$ cat src/rtl/uart_jbg_pkg.sv
package uart_jbg_pkg;
  typedef enum logic [1:0] {
    JIT_NOM = 2'b00,
    JIT_INC = 2'b01,
    JIT_DEC = 2'b10,
    JIT_RSV = 2'b11
  } jit_code_e;

  localparam int SUB_PER_BIT = 16;
  localparam int MIN_FRAME   = 7;

  // signed sub-tick adjustment for one bit position
  function automatic int jit_adj(input logic [1:0] code);
    case (jit_code_e'(code))
      JIT_INC: return 1;
      JIT_DEC: return -1;
      default: return 0;
    endcase
  endfunction
endpackage

$ cat src/rtl/uart_frame_len.sv
module uart_frame_len #(
  parameter int LEN_W = 4
) (
  input  logic [1:0]       data_bits_i,
  input  logic             parity_en_i,
  input  logic             two_stop_i,
  output logic [LEN_W-1:0] len_o
);
  import uart_jbg_pkg::*;

  always_comb begin
    len_o = LEN_W'(MIN_FRAME) + LEN_W'(data_bits_i)
          + LEN_W'(parity_en_i) + LEN_W'(two_stop_i);
  end
endmodule

$ cat src/rtl/uart_subtick_div.sv
module uart_subtick_div #(
  parameter int DIV_W = 8
) (
  input  logic             clk_i,
  input  logic             rst_ni,
  input  logic             clr_i,
  input  logic             en_i,
  input  logic [DIV_W-1:0] div_i,
  output logic             tick_o
);
  logic [DIV_W-1:0] cnt_q;

  assign tick_o = en_i && (cnt_q == div_i);

  always_ff @(posedge clk_i or negedge rst_ni) begin
    if (!rst_ni)       cnt_q <= '0;
    else if (clr_i)    cnt_q <= '0;
    else if (tick_o)   cnt_q <= '0;
    else if (en_i)     cnt_q <= cnt_q + 1'b1;
  end

  a_r2_cnt_bound: assert property (@(posedge clk_i) disable iff (!rst_ni)
    en_i |-> cnt_q <= div_i);
endmodule

$ cat src/rtl/uart_bit_timer.sv
module uart_bit_timer #(
  parameter int DIV_W    = 8,
  parameter int MAX_BITS = 12,
  localparam int IDX_W   = $clog2(MAX_BITS),
  localparam int LEN_W   = $clog2(MAX_BITS + 1),
  localparam int JIT_W   = 2 * MAX_BITS
) (
  input  logic             clk_i,
  input  logic             rst_ni,
  input  logic             start_i,
  input  logic [DIV_W-1:0] div_i,
  input  logic [JIT_W-1:0] jit_i,
  input  logic [LEN_W-1:0] len_i,
  output logic             tick_o,
  output logic             bit_end_o,
  output logic [IDX_W-1:0] bit_idx_o,
  output logic             busy_o
);
  import uart_jbg_pkg::*;
  localparam int SUB_W = $clog2(SUB_PER_BIT + 2);

  logic             busy_q;
  logic [DIV_W-1:0] div_q;
  logic [JIT_W-1:0] jit_q;
  logic [LEN_W-1:0] len_q;
  logic [SUB_W-1:0] sub_q;
  logic [IDX_W-1:0] idx_q;
  logic [1:0]       code;
  logic [SUB_W-1:0] last_sub;
  logic             last_bit;

  uart_subtick_div #(.DIV_W(DIV_W)) u_div (
    .clk_i  (clk_i),
    .rst_ni (rst_ni),
    .clr_i  (start_i),
    .en_i   (busy_q),
    .div_i  (div_q),
    .tick_o (tick_o)
  );

  always_comb begin
    code      = jit_q[{idx_q, 1'b0} +: 2];
    last_sub  = SUB_W'(SUB_PER_BIT - 1 + jit_adj(code));
    bit_end_o = tick_o && (sub_q == last_sub);
    last_bit  = (LEN_W'(idx_q) == len_q - LEN_W'(1));
  end

  always_ff @(posedge clk_i or negedge rst_ni) begin
    if (!rst_ni) begin
      busy_q <= 1'b0;
      div_q  <= '0;
      jit_q  <= '0;
      len_q  <= '0;
      sub_q  <= '0;
      idx_q  <= '0;
    end else if (start_i) begin
      busy_q <= 1'b1;
      div_q  <= div_i;
      jit_q  <= jit_i;
      len_q  <= len_i;
      sub_q  <= '0;
      idx_q  <= '0;
    end else if (tick_o) begin
      if (bit_end_o) begin
        sub_q <= '0;
        if (last_bit) begin
          busy_q <= 1'b0;
          idx_q  <= '0;
        end else begin
          idx_q <= idx_q + 1'b1;
        end
      end else begin
        sub_q <= sub_q + 1'b1;
      end
    end
  end

  assign bit_idx_o = idx_q;
  assign busy_o    = busy_q;

  a_r7_start_rearms: assert property (@(posedge clk_i) disable iff (!rst_ni)
    start_i |=> busy_q && idx_q == '0 && sub_q == '0);
  a_r8_cfg_held: assert property (@(posedge clk_i) disable iff (!rst_ni)
    busy_q && !start_i |=> $stable(div_q) && $stable(jit_q) && $stable(len_q));
  a_r6_idx_step: assert property (@(posedge clk_i) disable iff (!rst_ni)
    bit_end_o && !last_bit && !start_i |=> idx_q == $past(idx_q) + 1'b1);
  a_r5_idx_in_frame: assert property (@(posedge clk_i) disable iff (!rst_ni)
    busy_q |-> LEN_W'(idx_q) < len_q);
  a_r4_bit_len_range: assert property (@(posedge clk_i) disable iff (!rst_ni)
    bit_end_o |-> sub_q >= SUB_W'(SUB_PER_BIT - 2) && sub_q <= SUB_W'(SUB_PER_BIT));
  a_r10_idle_quiet: assert property (@(posedge clk_i) disable iff (!rst_ni)
    !busy_q |-> !bit_end_o && idx_q == '0);
endmodule

$ cat src/rtl/uart_jitter_baudgen.sv
module uart_jitter_baudgen #(
  parameter int DIV_W    = 8,
  parameter int MAX_BITS = 12,
  localparam int IDX_W   = $clog2(MAX_BITS),
  localparam int JIT_W   = 2 * MAX_BITS
) (
  input  logic             clk_i,
  input  logic             rst_ni,
  input  logic [DIV_W-1:0] div_i,
  input  logic [1:0]       data_bits_i,
  input  logic             parity_en_i,
  input  logic             two_stop_i,
  input  logic [JIT_W-1:0] tx_jit_i,
  input  logic [JIT_W-1:0] rx_jit_i,
  input  logic             tx_start_i,
  input  logic             rx_start_i,
  output logic             tx_tick_o,
  output logic             tx_bit_end_o,
  output logic [IDX_W-1:0] tx_bit_idx_o,
  output logic             tx_busy_o,
  output logic             rx_tick_o,
  output logic             rx_bit_end_o,
  output logic [IDX_W-1:0] rx_bit_idx_o,
  output logic             rx_busy_o
);
  localparam int LEN_W = $clog2(MAX_BITS + 1);
  localparam int N_CH  = 2;

  logic [LEN_W-1:0] frame_len;
  logic             start_v [N_CH];
  logic [JIT_W-1:0] jit_v   [N_CH];
  logic             tick_v  [N_CH];
  logic             end_v   [N_CH];
  logic [IDX_W-1:0] idx_v   [N_CH];
  logic             busy_v  [N_CH];

  uart_frame_len #(.LEN_W(LEN_W)) u_len (
    .data_bits_i (data_bits_i),
    .parity_en_i (parity_en_i),
    .two_stop_i  (two_stop_i),
    .len_o       (frame_len)
  );

  assign start_v[0] = tx_start_i;
  assign start_v[1] = rx_start_i;
  assign jit_v[0]   = tx_jit_i;
  assign jit_v[1]   = rx_jit_i;

  for (genvar c = 0; c < N_CH; c++) begin : g_ch
    uart_bit_timer #(.DIV_W(DIV_W), .MAX_BITS(MAX_BITS)) u_tmr (
      .clk_i     (clk_i),
      .rst_ni    (rst_ni),
      .start_i   (start_v[c]),
      .div_i     (div_i),
      .jit_i     (jit_v[c]),
      .len_i     (frame_len),
      .tick_o    (tick_v[c]),
      .bit_end_o (end_v[c]),
      .bit_idx_o (idx_v[c]),
      .busy_o    (busy_v[c])
    );
  end

  assign tx_tick_o    = tick_v[0];
  assign tx_bit_end_o = end_v[0];
  assign tx_bit_idx_o = idx_v[0];
  assign tx_busy_o    = busy_v[0];
  assign rx_tick_o    = tick_v[1];
  assign rx_bit_end_o = end_v[1];
  assign rx_bit_idx_o = idx_v[1];
  assign rx_busy_o    = busy_v[1];
endmodule

$ cat config.mk
export PLATFORM = sky130hd
export DESIGN_NAME = uart_jitter_baudgen
export DESIGN_NICKNAME = d
export VERILOG_FILES = /design/src/rtl/uart_jbg_pkg.sv /design/src/rtl/uart_frame_len.sv /design/src/rtl/uart_subtick_div.sv /design/src/rtl/uart_bit_timer.sv /design/src/rtl/uart_jitter_baudgen.sv
export SDC_FILE = /design/constraint.sdc
export NUM_CORES = 1
export LEC_CHECK = 0
export CORE_MARGIN = 2
export CORE_UTILIZATION = 50
export DETAILED_ROUTE_END_ITERATION = 8
export PLACE_DENSITY = 0.77
export SETUP_SLACK_MARGIN = 0.05
export SYNTH_ARGS = -nofsm -noshare
export SYNTH_HDL_FRONTEND = slang
export SYNTH_SLANG_ARGS = --single-unit
$ cat constraint.sdc
create_clock -name clk_i -period 3.3 [get_ports clk_i]
set_input_delay 0.495 -clock clk_i [delete_from_list [all_inputs] [get_ports clk_i]]
set_output_delay 0.495 -clock clk_i [all_outputs]
set_load 0.01 [all_outputs]
==> out/results.tsv <==
metric	value	unit
status	finished with violations	
failing checks	setup timing	
Num CTS Buffers	9	
final clock skew	0.0126	ns
DRC viols	0	
Worst setup SP type	flip-flop	
worst hold slack	0.156	ns
pin slew with the least headroom to its limit	0.690	ns
Pwr Density	394	nW/um2
nets	635	
area delta synth->final	27.6	%
final WL	11700	um
flop and latch count out of synthesis	108	
Synth area leaders	dfrtp_1 49%, mux2_2 13%, mux4_2 4.9%	
top cells by count, synth	108 x dfrtp_1, 64 x mux2_2, 25 x nor2_1, 25 x xnor2_1, 24 x nand2_1	
PortBufs	77	
cells after synthesis	452	
path depth of the worst reg2reg path	11	
Tcrit/Tclk final	107	%
placed cell area	6510	um2
Yosys Warn Count	0	
WP data required	2.80	ns
gr usage total	20.9	%
Final Hold Viols	0	
final count of negative-setup-slack endpoints	2	
Final min period	3.52	ns
critical path class	reg -> out	
Post-synth EDFFs	0	
vias in the first global route	4048	
Sink Count	108	
Yosys top cell area share	49.4	%
share of cells above drive strength 1	30.2	%
Max Clk Rate	284	MHz
first-pass GRT wire length	19200	um
DR pass1 iterations	4	
die height	109	um
Critical Path Sink Type	output pin	
Starting Density	50.9	%
Synth async-reset ratio	100	%
top-count cell post-synth	dfrtp_1	
HPWL Detailed	8350	um
RSZ-0062 raised after global routing	yes	
via count	3892	
setup TNS	-0.343	ns
initial drt markers	219	
Synth cell types	54	
CTS tree	built	
worst setup margin	-0.224	ns
total core area	10700	um2
max cap viols	0	
cell taking the most area after synthesis	dfrtp_1	
Critical Path Stages	10	
Leak	0.00292	uW
CP arrival	3.03	ns
CP top delay family	simple AND/OR/NAND/NOR gates	
slowest stage delay, CP	0.50	ns
Layout Utilization	64.9	%
H-tree Lvls	3	
GPL Wtd Cong	0.840	
Ports	78	
cts hold-fix bufs	0	
Tot Pwr	2750	uW
Final Cell Area	6980	um2
syn_nets	532	
clock slew seen by the registers of the worst setup and hold paths	0.09	ns
VDD IR max	261	uV
Vias/cell	5.56	
WP buf/inv	2	
post-route ant nets	0	
row cnt	38	
Die X	109	um
register area share after synthesis	49.4	%
CP max FO	6	
clk_lat worst skew	0.38	ns
CTS max path bufs	2	
Max stage delay cell, worst path	mux4_2	
# diodes	0	
Slew Viols, Final	0	
Synth Flop Type	dfrtp_1	
crit path cell chain	buf_12 > mux4_2 > nand2_2 > a21oi_2 > a31oi_2 > ha_2 > or3b_4 > a221oi_4 > nor4b_4 > buf_2	
Avg Inst Size Synth	12.1	um2
root buffer cell	clkbuf_8	
slew margin rel.	54.0	%
Wirelength per Cell	16.7	um
total die area	11800	um2
largest net degree at the start of global routing	53	
post-synthesis instance area	5470	um2
initial antenna violation count	0	
grt ovf	0	
type of the worst min-delay path	in -> async	
[power by group]
| part | switching [uW] | total [uW] | internal [uW] |
|---|---|---|---|
| Sequential | 80.6 | 1500 | 1420 |
| Clock | 441 | 734 | 293 |
| Combinational | 218 | 513 | 294 |
| Total | 739 | 2750 | 2010 |
[state kept, by name, indices dropped and copies added (netlist names)]
name and cells:
g_ch.u_tmr.jit_q 48, g_ch.u_tmr.div_q 16, g_ch.u_tmr.u_div.cnt_q 16, g_ch.u_tmr.sub_q 10, g_ch.u_tmr.bit_idx_o 8, g_ch.u_tmr.len_q 8
g_ch.u_tmr.busy_o 2
[metrics by stage]
stage	instances	setup WS, ns
global route	700	-0.381
detailed placement	671	-0.253
finish	700	-0.224
floorplan	452	0.0534
CTS	698	-0.263
global placement	671	-0.191
[cell families after synthesis]
group | count (synthesis) | share of synthesized area (%)
simple gates | 110 | 11.1
fa+ha+maj | 16 | 3.80
mux | 81 | 19.0
buf+inv | 38 | 2.77
flops | 108 | 49.4
xor+xnor | 46 | 7.37
compound gates | 53 | 6.48
[path summary, 6_finish.rpt]
path,start,end,slack (ns)
min in group clk_i,g_ch[1].u_tmr.jit_q[12],g_ch[1].u_tmr.jit_q[12],0.51
worst max-delay path,g_ch[1].u_tmr.bit_idx_o[0],rx_bit_end_o,-0.22
worst min register to register,g_ch[1].u_tmr.jit_q[12],g_ch[1].u_tmr.jit_q[12],0.51
worst max register to register,g_ch[0].u_tmr.bit_idx_o[0],g_ch[0].u_tmr.bit_idx_o[3],0.14
worst min-delay path,rst_ni,g_ch[0].u_tmr.jit_q[0],0.16
max in group asynchronous,rst_ni,g_ch[1].u_tmr.jit_q[6],2.41
[cell type report]
cell class,count,area (um2)
Tap cell,140,175
Sequential cell,108,2700
Clock buffer,12,145
Timing Repair Buffer,112,1070
Clock inverter,4,25.0
Multi-Input combinational cell,306,2790
Fill cell,863,3770
Inverter,18,67.6
[placed cells by master (no fill, tap or decap), drive strengths merged, types with 12 or more instances in the layout]
master           n
nand2           24
nand3           15
xor2            21
o21ai           16
buf             40
clkdlybuf4s50   72
nor2            25
mux2            64
a21oi           16
mux4            12
ha              15
xnor2           25
clkbuf          12
inv             17
dfrtp          108
[layer usage]
metal	part of all wire, %	global-route usage, %	vias to the layer above
met4	1.3	6.23	0
met1	41	25.3	1975
met5	0	0	-
li1	-	-	1809
met3	5.7	6.57	16
met2	52	35.9	92
[what timing repair did]
action	in CTS	in global routing
resized for setup	21	35
setup buffers	11	9
setup endpoints to repair	6	9
pin swaps	8	14
Note: power is estimated with default switching activity, not from simulation.
